File: config.mk
export PLATFORM = sky130hd
export DESIGN_NAME = sram_strobe_ctrl
export DESIGN_NICKNAME = d
export VERILOG_FILES = /design/src/rtl/sram_strobe_ctrl.sv
export SDC_FILE = /design/constraint.sdc
export NUM_CORES = 1
export LEC_CHECK = 0
export BUFFER_PORTS_ARGS = -buffer_cell sky130_fd_sc_hd__buf_2
export CAP_MARGIN = 40
export CORE_MARGIN = 2
export CORE_UTILIZATION = 39
export DETAILED_ROUTE_END_ITERATION = 12
export PLACE_DENSITY = 0.65
export SETUP_SLACK_MARGIN = 0.02
export SYNTH_ARGS = -nofsm -noshare
export SYNTH_HDL_FRONTEND = slang
export SYNTH_SLANG_ARGS = --single-unit
File: constraint.sdc
create_clock -name clk -period 2.4 [get_ports clk]
set_clock_uncertainty 0.15 [all_clocks]
set_input_delay 0.12 -clock clk [delete_from_list [all_inputs] [get_ports clk]]
set_output_delay 0.12 -clock clk [all_outputs]
set_load 0.1 [all_outputs]
File: src/rtl/sram_strobe_ctrl.sv
`timescale 1ns/1ps
module sram_strobe_ctrl #(
  parameter int CLK_PS   = 10000,
  parameter int T_ACC_PS = 100000,
  parameter int T_WP_PS  = 60000,
  parameter int T_DS_PS  = 40000,
  parameter int T_CW_PS  = 80000,
  parameter int T_AS_PS  = 0,
  parameter int T_WR_PS  = 0,
  parameter int T_OFF_PS = 35000,
  parameter int AW       = 13,
  parameter int DW       = 8
) (
  input  logic          clk,
  input  logic          rst_n,
  input  logic          req_valid,
  output logic          req_ready,
  input  logic          req_write,
  input  logic [AW-1:0] req_addr,
  input  logic [DW-1:0] req_wdata,
  output logic          rsp_valid,
  output logic [DW-1:0] rsp_rdata,
  output logic [AW-1:0] mem_addr,
  output logic          mem_sel_n,
  output logic          mem_sel,
  output logic          mem_oe_n,
  output logic          mem_rw,
  output logic [DW-1:0] mem_dq_out,
  output logic          mem_dq_oe,
  input  logic [DW-1:0] mem_dq_in
);

  function automatic int cyc(input int t);
    int n;
    n = (t + CLK_PS - 1) / CLK_PS;
    return (n < 1) ? 1 : n;
  endfunction

  function automatic int max3(input int a, input int b, input int c);
    int m;
    m = (a > b) ? a : b;
    return (m > c) ? m : c;
  endfunction

  localparam int N_ACC   = cyc(T_ACC_PS);
  localparam int N_AS    = cyc(T_AS_PS);
  localparam int N_WR    = cyc(T_WR_PS);
  localparam int N_OFF   = cyc(T_OFF_PS);
  localparam int N_PULSE = max3(cyc(T_WP_PS), cyc(T_DS_PS), cyc(T_CW_PS));
  localparam int N_MAX   = max3(max3(N_ACC, N_AS, N_WR), N_PULSE, 1);
  localparam int CW      = $clog2(N_MAX + 1);
  localparam int QW      = $clog2(N_OFF + 1);

  typedef enum logic [2:0] {IDLE, READ, SETUP, PULSE, RECOV} phase_t;

  phase_t        ph;
  logic [CW-1:0] cnt;
  logic [QW-1:0] quiet;
  logic [AW-1:0] addr_q;
  logic [DW-1:0] wdata_q, rdata_q;
  logic          rsp_q;

  assign req_ready  = (ph == IDLE);
  assign mem_sel_n  = !(ph == READ || ph == SETUP || ph == PULSE);
  assign mem_sel    = !mem_sel_n;
  assign mem_oe_n   = (ph != READ);
  assign mem_rw     = (ph != PULSE);
  assign mem_dq_oe  = (ph == PULSE) || (ph == RECOV && cnt == CW'(N_WR - 1));
  assign mem_dq_out = wdata_q;
  assign mem_addr   = addr_q;
  assign rsp_valid  = rsp_q;
  assign rsp_rdata  = rdata_q;

  always_ff @(posedge clk or negedge rst_n) begin
    if (!rst_n) begin
      ph      <= IDLE;
      cnt     <= '0;
      quiet   <= '0;
      addr_q  <= '0;
      wdata_q <= '0;
      rdata_q <= '0;
      rsp_q   <= 1'b0;
    end else begin
      rsp_q <= 1'b0;
      if (quiet != '0) quiet <= quiet - 1'b1;
      case (ph)
        IDLE: if (req_valid) begin
          addr_q  <= req_addr;
          wdata_q <= req_wdata;
          if (req_write) begin
            ph  <= SETUP;
            cnt <= CW'(N_AS - 1);
          end else begin
            ph  <= READ;
            cnt <= CW'(N_ACC - 1);
          end
        end
        READ: if (cnt == '0) begin
          rdata_q <= mem_dq_in;
          rsp_q   <= 1'b1;
          quiet   <= QW'(N_OFF);
          ph      <= IDLE;
        end else cnt <= cnt - 1'b1;
        SETUP: if (cnt == '0 && quiet == '0) begin
          ph  <= PULSE;
          cnt <= CW'(N_PULSE - 1);
        end else if (cnt != '0) cnt <= cnt - 1'b1;
        PULSE: if (cnt == '0) begin
          ph  <= RECOV;
          cnt <= CW'(N_WR - 1);
        end else cnt <= cnt - 1'b1;
        RECOV: if (cnt == '0) ph <= IDLE;
          else cnt <= cnt - 1'b1;
        default: ph <= IDLE;
      endcase
    end
  end

  assert_bus_exclusive_R9: assert property (@(posedge clk) disable iff (!rst_n)
    mem_dq_oe |-> mem_oe_n);
  assert_rsp_single_R4: assert property (@(posedge clk) disable iff (!rst_n)
    rsp_valid |=> !rsp_valid);
  assert_ready_quiet_R2: assert property (@(posedge clk) disable iff (!rst_n)
    req_ready |-> (mem_sel_n && mem_oe_n && mem_rw));
  assert_pulse_driven_R6: assert property (@(posedge clk) disable iff (!rst_n)
    !mem_rw |-> (mem_dq_oe && !mem_sel_n && mem_sel && mem_oe_n));
  assert_addr_hold_R11: assert property (@(posedge clk) disable iff (!rst_n)
    !mem_sel_n |=> (mem_sel_n || $stable(mem_addr)));
  assert_read_no_drive_R3: assert property (@(posedge clk) disable iff (!rst_n)
    !mem_oe_n |-> (!mem_dq_oe && mem_rw && mem_sel));

endmodule

==> results of run 1 <==
[final timing paths]
check	from	to	slack (ns)	cells after the start
max	ph[1]	mem_dq_oe	0.31	5
min	rst_n	quiet[2]	0.08	2
max reg2reg	cnt[0]	cnt[0]	0.31	7
min reg2reg	mem_addr[7]	mem_addr[7]	0.35	1
max in group asynchronous	rst_n	ph[0]	1.58	3
min in group clk	req_valid	cnt[2]	0.24	4
[per-layer routing]
layer | vias to the layer above | part of all wire, % | GRT usage (%)
met5 | - | 0 | 0
met4 | 0 | 3.3 | 7.88
met3 | 16 | 7.4 | 5.08
met2 | 67 | 49 | 24.9
met1 | 748 | 41 | 21.5
li1 | 737 | - | -
[sequential cells by signal, summed over array words and instances (netlist names)]
| name | count |
|---|---|
| cnt | 4 |
| mem_addr | 13 |
| mem_dq_out | 8 |
| ph | 3 |
| quiet | 3 |
| rsp_rdata | 8 |
| rsp_valid | 1 |
[cells by family (layout without fill, tap and decap cells)]
kind of cell	count (synthesis)	in the layout	synth area share [%]
AO/OA/AOI/OAI	24	24	10.6
XOR/XNOR	1	1	0.464
adder cells (fa/ha/maj)	3	3	1.99
AND/OR/NAND/NOR	32	32	9.87
flip-flops	40	40	53.0
multiplexers	33	33	19.5
buffers and inverters	14	120	4.57
[through the flow]
step                hold WS [ns]  instance area, µm²  setup slack [ns]  std cells
finish                    0.0842                2710             0.311        307
CTS                       0.0870                2710             0.310        307
global route               0.102                2710             0.199        307
floorplan                 -0.326                1910           -0.0354        147
detailed placement        -0.141                2320             0.319        269
global placement           0.145                2300             0.362        268
[layout make-up]
| class | count | area (µm²) |
|---|---|---|
| repair buffers | 106 | 716 |
| flip-flops and latches | 40 | 1000 |
| clock buffers | 5 | 68.8 |
| multi-input cells | 93 | 820 |
| clock inverters | 2 | 12.5 |
| inverters | 7 | 26.3 |
| well taps | 54 | 67.6 |
| fillers | 380 | 1980 |
[worst max-delay path: stages (launching register included)]
cell     delay [ns]
dfrtp_1        0.50
buf_4          0.22
nor2b_1        0.19
nand2_1        0.11
o21ai_2        0.07
buf_2          0.43
[cells in the mapped netlist, types with 3 or more instances]
cell      number
ha_1           3
inv_1          7
buf_4          5
nor2b_1        4
o21ai_0        3
nor2_1         8
nand2b_1       3
mux2_2        31
nand2_1        6
dfrtp_1       40
==> key figures, run 1 <==
Status
  • Run status: finished, final reports clean

Placement
  • Port buffer count: 68
  • Hpwl dp: 2930 µm
  • Placer Congestion: 0.875

Clocking
  • CTS HTree Levels: 2
  • CTS tree: built
  • Clock Path Buffers: 2
  • Sinks on Clock Net: 40
  • Post-CTS Resized: 0
  • Clk_lat worst skew: 0.29 ns
  • Total CTS buffers: 5
  • # hold bufs at CTS: 31
  • Root buf cell: clkbuf_8
  • Clk slew on worst S/H paths: 0.08 ns
  • Postcts setup bufs: 0

Timing
  • Slew @ Worst Pin: 0.500 ns
  • Final hold vios: 0
  • Highest Clock Rate: 0.479 GHz
  • Final Max Slew Viols: 0
  • Final Setup Violations: 0
  • Total negative slack: 0 ns
  • RSZ-0062 raised after global routing: no
  • Relative slew slack: 66.6%
  • Period utilization: 87.0%
  • Period minus WS final: 2.09 ns

Detailed routing
  • Final ANT Viol Nets: 0
  • WL final: 4360 µm
  • DR vias/cell: 5.11
  • DRC: 0
  • DRT iter0 DRCs: 92
  • Per-cell routed wire length: 14.2 µm
  • Pre-antenna DRT Iters: 5
  • Via count: 1568

Floorplan
  • Die Area: 5420 µm²
  • IO Pins: 69
  • Cell Rows: 25
  • Core Footprint: 4690 µm²
  • Horiz. Die Dim: 73.6 µm
  • Die Ht: 73.6 µm
  • Initial Utilization: 40.3%

Finish
  • Nets: 289
  • Fraction of final layout cells sized beyond drive strength 1: 49.0%
  • Layout area overhead: 43.5%
  • Antenna fix cells: 0
  • Final core utilization: 57.8%
  • Most common cell after layout, fill and taps aside: buf_2
  • Commonest non-fill, non-tap cells in the layout: buf_2 (68), dfrtp_1 (40), mux2_2 (31), dlygate4sd3_1 (31)

Synthesis
  • Top-area cell type share of the netlist area: 53.0%
  • Number of synthesized flops with an enable pin: 0
  • Top cell type by total area after synthesis: dfrtp_1
  • Post-synth cell types: 41
  • Post-synthesis cell count: 147
  • Mapped Area: 1890 µm²
  • Top FF cell, synth: dfrtp_1
  • Ranking of synthesized cells by area: dfrtp_1 (53%), mux2_2 (18%), buf_4 (2.0%)
  • Post-Syn Nets: 183
  • Sequential-to-total area share from yosys stat: 53.0%
  • Yosys Warn Count: 0
  • Syn Area/Cell: 12.9 µm²
  • Synth Register Bits: 40
  • Async set or reset register ratio after synthesis: 100%

Worst setup path
  • Crit Path Max Fanout: 7
  • CP Capture Type: primary output
  • Critical path arrival: 1.82 ns
  • WP data required: 2.13 ns
  • Crit path kind: reg2out
  • Startpoint type of the worst setup path: flip-flop

Min path
  • Hold Path Class: in2async

GRT
  • Global-route wire length before repair: 6760 µm
  • GRT Total Usage: 16.5%
  • Vias in the first global route: 1475
  • Pin count of the biggest net entering global routing: 32
  • GRT Residual Overflow: 0
  • Initial antenna violation count: 0

Run
  • Max_cap viols: 0
Power of run 1 is not shown: default switching activity piles up to over one toggle a cycle in this logic, so the estimate is an artifact.
==> inputs of run 2 (changes only) <==
CTS_BUF_LIST = sky130_fd_sc_hd__clkbuf_16   (was unset)
==> run 2 against run 1 <==
Worst setup slack improved by 0.0053 ns; flip-flop and latch count is the same; count of clock-buffer cells in the layout did not move; first-iteration DRC count grew 1.1%; non-clock buffer count stayed put; register-to-register slack about the same; sequential share of layout area decreased by 0.75 points; via count is 1.3% higher; wire length increased by 2.5%; critical endpoint is now cnt[1]; highest routed layer unchanged.
==> key figures, run 2 (synthesis results as in run 1) <==
Status
  • Run status: finished, final reports clean (unchanged)

Worst setup path
  • Critical path arrival: 2.10 ns (was 1.82 ns)
  • Startpoint type of the worst setup path: flip-flop (unchanged)
  • Slowest-stage cell, CP: dfrtp_1 (unchanged)
  • Worst path max stage delay: 0.36 ns (was 0.50 ns)
  • Reg-to-Reg Start: cnt[0] (unchanged)
  • CP Capture Type: flip-flop (was primary output)
  • R2r endpoint: cnt[1] (was cnt[0])
  • WP data required: 2.41 ns (was 2.13 ns)
  • CP cell instances: inv_1, ha_1, nor3b_2, buf_4, a31o_2, a21boi_4, mux2_2 (was buf_4, nor2b_1, nand2_1, o21ai_2, buf_2)
  • R2R depth: 7 (unchanged)
  • Worst Path Buf+Inv: 2 (unchanged)
  • R2R Setup Slk: 0.32 ns (was 0.31 ns)
  • Cell family with most CP delay: compound AO/OA/AOI/OAI gates (was buffers and inverters)
  • Crit path kind: reg2reg (was reg2out)
  • Crit Path Max Fanout: 8 (was 7)

Placement
  • Placer Congestion: 0.875 (unchanged)
  • Cell Area, Placed: 2320 µm² (unchanged)
  • Port buffer count: 68 (unchanged)
  • Hpwl dp: 2930 µm (unchanged)

Run
  • Max_cap viols: 0 (unchanged)

Detailed routing
  • Via count: 1589 (was 1568)
  • Per-cell routed wire length: 14.5 µm (was 14.2 µm)
  • DR vias/cell: 5.18 (was 5.11)
  • WL final: 4470 µm (was 4360 µm)
  • Pre-antenna DRT Iters: 5 (unchanged)
  • DRC: 0 (unchanged)
  • Final ANT Viol Nets: 0 (unchanged)
  • DRT iter0 DRCs: 93 (was 92)

Finish
  • Number of flip-flops under the largest register name: 13 (unchanged)
  • Antenna fix cells: 0 (unchanged)
  • Final instance area: 2770 µm² (was 2710 µm²)
  • Commonest non-fill, non-tap cells in the layout: buf_2 (68), dfrtp_1 (40), mux2_2 (31), dlygate4sd3_1 (31) (unchanged)
  • Fraction of final layout cells sized beyond drive strength 1: 49.0% (unchanged)
  • Layout area overhead: 46.5% (was 43.5%)
  • Nets: 289 (unchanged)
  • Most common cell after layout, fill and taps aside: buf_2 (unchanged)
  • Final core utilization: 59.0% (was 57.8%)

GRT
  • GRT Residual Overflow: 0 (unchanged)
  • Initial antenna violation count: 0 (unchanged)
  • Global-route wire length before repair: 6830 µm (was 6760 µm)
  • Vias in the first global route: 1499 (was 1475)
  • GRT Total Usage: 16.8% (was 16.5%)
  • Pin count of the biggest net entering global routing: 32 (unchanged)

Min path
  • Hold Path Class: in2async (unchanged)

Clocking
  • Postcts setup bufs: 0 (unchanged)
  • CTS tree: built (unchanged)
  • Post-CTS Resized: 0 (unchanged)
  • # hold bufs at CTS: 31 (unchanged)
  • Clock Path Buffers: 2 (unchanged)
  • CTS HTree Levels: 2 (unchanged)
  • Total CTS buffers: 5 (unchanged)
  • Clk slew on worst S/H paths: 0.06 ns (was 0.08 ns)
  • Sinks on Clock Net: 40 (unchanged)
  • Clk_lat worst skew: 0.28 ns (was 0.29 ns)
  • Root buf cell: clkbuf_16 (was clkbuf_8)

Floorplan
  • Die Area: 5420 µm² (unchanged)
  • Initial Utilization: 40.3% (unchanged)
  • Horiz. Die Dim: 73.6 µm (unchanged)
  • Die Ht: 73.6 µm (unchanged)
  • Cell Rows: 25 (unchanged)
  • IO Pins: 69 (unchanged)
  • Core Footprint: 4690 µm² (unchanged)

Timing
  • Final hold vios: 0 (unchanged)
  • Relative slew slack: 66.5% (was 66.6%)
  • Final Setup Violations: 0 (unchanged)
  • Total negative slack: 0 ns (unchanged)
  • Slew @ Worst Pin: 0.502 ns (was 0.500 ns)
  • Final Max Slew Viols: 0 (unchanged)
  • Period utilization: 86.8% (was 87.0%)
  • Period minus WS final: 2.08 ns (was 2.09 ns)
  • Hold slack: 0.101 ns (was 0.0842 ns)
  • Highest Clock Rate: 0.480 GHz (was 0.479 GHz)
  • RSZ-0062 raised after global routing: no (unchanged)
## run 2: cell types whose count changed in the layout (fill, tap and decap cells not counted)
cell,previous run,this run
clkbuf_16,0,5
clkbuf_8,5,0
## run 2: how the worst max path moves through the flow
stage                 from   endpoint  slack (ns)  cells after the start
finish              cnt[0]     cnt[1]        0.32                      7
CTS                 cnt[0]     cnt[1]        0.31                      7
global route        cnt[0]     cnt[1]        0.22                      7
detailed placement  cnt[0]     cnt[1]        0.32                      7
global placement    cnt[0]     cnt[1]        0.36                      7
floorplan            ph[1]  mem_dq_oe       -0.04                      4
## run 2: area by class of cell
cell class                 instances  area, µm²
multi-input combinational         93        820
sequential                        40       1000
tap                               54       67.6
fill                             373       1920
clock inverter                     2       12.5
clock buffer                       5        125
timing repair buffer             106        716
inverter                           7       26.3
## run 2: metrics by stage
step | setup slack (ns) | instances
detailed placement | 0.319 | 269
floorplan | -0.0354 | 147
global route | 0.219 | 307
finish | 0.317 | 307
CTS | 0.313 | 307
global placement | 0.362 | 268
## run 2: metal layers
metal  routed length, µm  part of all wire [%]  vias up  GRT usage [%]
li1                    -                     -      740              -
met1                1820                    41      764           21.5
met2                2190                    49       71           25.7
met3                 322                   7.2       14           5.21
met4                 135                   3.0        0           8.08
met5                   0                     0        -              0
Power of run 2 is left out for the same reason.
==> inputs of run 3 (changes only) <==
CELL_PAD_IN_SITES_DETAIL_PLACEMENT = 1   (was unset)
CELL_PAD_IN_SITES_GLOBAL_PLACEMENT = 1   (was unset)
CORE_UTILIZATION = 34   (was 39)
PLACE_DENSITY = unset   (was 0.65)
PLACE_DENSITY_LB_ADDON = 0.1   (was unset)
clock period = 1.9 ns   (was 2.4 ns; I/O delays follow)
==> run 3 against run 2 <==
First-iteration DRC count decreased by 25%; flip-flop and latch count is the same; via count rose by 5.0%; utilization decreased by 3.2 points; critical endpoint unchanged; critical path depth down 1; global-route usage increased by 2.4 points; count of clock-buffer cells in the layout did not move; hold slack better by 0.16 ns; register-to-register slack got worse by 0.28 ns; wire length rose by 22%.
==> key figures, run 3 (synthesis results as in run 1) <==
Finish
  • Number of flip-flops under the largest register name: 13 (unchanged)
  • Multi-input logic area: 873 µm² (was 820 µm²)
  • Layout area overhead: 60.7% (was 46.5%)
  • Fill cells: 584 (was 373)
  • Fraction of final layout cells sized beyond drive strength 1: 54.5% (was 49.0%)
  • Most common cell after layout, fill and taps aside: buf_2 (unchanged)
  • Area taken by flip-flops and latches: 1000 µm² (unchanged)
  • Commonest non-fill, non-tap cells in the layout: buf_2 (64), dfrtp_1 (40), mux2_2 (31), dlygate4sd3_1 (31), buf_4 (20) (was buf_2 (68), dfrtp_1 (40), mux2_2 (31), dlygate4sd3_1 (31))
  • Antenna fix cells: 0 (unchanged)
  • Nets: 303 (was 289)

Clocking
  • CTS tree: built (unchanged)
  • CTS HTree Levels: 2 (unchanged)
  • Root buf cell: clkbuf_16 (unchanged)
  • Clk slew on worst S/H paths: 0.06 ns (about the same)
  • Sinks on Clock Net: 40 (unchanged)
  • Clock Path Buffers: 2 (unchanged)
  • Clk_lat worst skew: 0.28 ns (about the same)
  • Total CTS buffers: 5 (unchanged)

Timing
  • Final hold vios: 0 (unchanged)
  • Final Setup Violations: 0 (unchanged)
  • Highest Clock Rate: 0.536 GHz (was 0.480 GHz)
  • Total negative slack: 0 ns (unchanged)
  • Period utilization: 98.3% (was 86.8%)
  • Period minus WS final: 1.87 ns (was 2.08 ns)
  • Slew @ Worst Pin: 0.531 ns (was 0.502 ns)
  • Final Max Slew Viols: 0 (unchanged)
  • Relative slew slack: 64.6% (was 66.5%)
  • RSZ-0062 raised after global routing: yes (was no)

Worst setup path
  • Startpoint type of the worst setup path: flip-flop (unchanged)
  • CP Capture Type: flip-flop (unchanged)
  • WP data required: 1.91 ns (was 2.41 ns)
  • Cell family with most CP delay: compound AO/OA/AOI/OAI gates (unchanged)
  • Crit path kind: reg2reg (unchanged)
  • CP cell instances: inv_2, ha_4, and4bb_2, o221ai_2, a21boi_4, mux2_2 (was inv_1, ha_1, nor3b_2, buf_4, a31o_2, a21boi_4, mux2_2)
  • Critical path arrival: 1.88 ns (was 2.10 ns)
  • Worst Path Buf+Inv: 1 (was 2)
  • Worst path max stage delay: 0.38 ns (was 0.36 ns)
  • Crit Path Max Fanout: 4 (was 8)
  • Slowest-stage cell, CP: dfrtp_1 (unchanged)

Floorplan
  • Horiz. Die Dim: 78.5 µm (was 73.6 µm)
  • Initial Utilization: 34.7% (was 40.3%)
  • Die Area: 6170 µm² (was 5420 µm²)
  • IO Pins: 69 (unchanged)
  • Cell Rows: 27 (was 25)
  • Core Footprint: 5440 µm² (was 4690 µm²)
  • Die Ht: 78.5 µm (was 73.6 µm)

Detailed routing
  • Via count: 1668 (was 1589)
  • DRC: 0 (unchanged)
  • Per-cell routed wire length: 16.1 µm (was 14.5 µm)
  • Final ANT Viol Nets: 0 (unchanged)
  • WL final: 5470 µm (was 4470 µm)
  • DRT iter0 DRCs: 70 (was 93)
  • DR vias/cell: 4.91 (was 5.18)
  • Pre-antenna DRT Iters: 4 (was 5)

Placement
  • Hpwl dp: 3740 µm (was 2930 µm)
  • Port buffer count: 68 (unchanged)
  • Placer Congestion: 0.807 (was 0.875)

GRT
  • Met2 usage: 35.5% (was 25.7%)
  • Global routing usage on met3: 4.60% (was 5.21%)
  • Grt met1 use: 21.8% (was 21.5%)
  • Initial antenna violation count: 0 (unchanged)
  • GRT Total Usage: 19.1% (was 16.8%)
  • Global-route wire length before repair: 9140 µm (was 6830 µm)
  • Pin count of the biggest net entering global routing: 41 (was 32)
  • Vias in the first global route: 1872 (was 1499)
  • Busiest layer in global routing: met2 (unchanged)
  • GRT Residual Overflow: 0 (unchanged)

Status
  • Run status: finished, final reports clean (unchanged)

Min path
  • Hold Path Class: in2async (unchanged)

Run
  • Max_cap viols: 0 (unchanged)
run 3: worst paths after layout:
check                              startpoint       endpoint  slack (ns)  depth (start not counted)
worst min-delay path                    rst_n   mem_addr[11]        0.27                          3
max in group asynchronous               rst_n    mem_addr[8]        0.95                          3
worst max-delay path                   cnt[0]         cnt[1]        0.03                          6
worst max register to register         cnt[0]         cnt[1]        0.03                          6
worst min register to register  mem_dq_out[2]  mem_dq_out[2]        0.35                          1
min in group clk                    req_valid          ph[1]        0.27                          5
run 3: layout make-up:
class	count	area share, %
Sequential cell	40	33.0
Tap cell	72	2.97
Clock inverter	3	1.28
Clock buffer	5	4.12
Timing Repair Buffer	120	29.0
Multi-Input combinational cell	93	28.8
Inverter	7	0.866
run 3: tightest hold or removal path: cells and delay by family:
kind	cells	cell delay [ns]
buffers and inverters	3	1.06
run 3: layer usage:
layer / wire length (µm) / share of wire [%]
met1: 2160 / 40
met2: 2960 / 54
met3: 278 / 5.1
met4: 66 / 1.2
met5: 0 / 0
run 3: timing repair:
action | 4_1_cts | 5_1_grt
hold buffers | 31 | 0
cloned | 0 | 0
setup endpoints to repair | 6 | 19
pin swaps | 1 | 3
buffers inserted | 0 | 1
gates resized for setup | 6 | 4
endpoints found under the hold margin | 70 | 0
run 3: metrics by stage:
stage / util [%] / area (µm²) / std cells / setup slack [ns] / hold WS (ns)
final: 55.8 / 3040 / 340 / 0.0330 / 0.265
after global routing: 55.8 / 3040 / 340 / -0.0420 / 0.327
after CTS: 55.3 / 3010 / 339 / 0.0215 / 0.255
after detailed placement: 46.2 / 2510 / 300 / -0.0767 / 0.0435
after global placement: 46.2 / 2510 / 300 / 0.0187 / 0.0257
after floorplan: - / 1920 / 147 / -0.440 / -0.351
Power of run 3 is left out for the same reason.
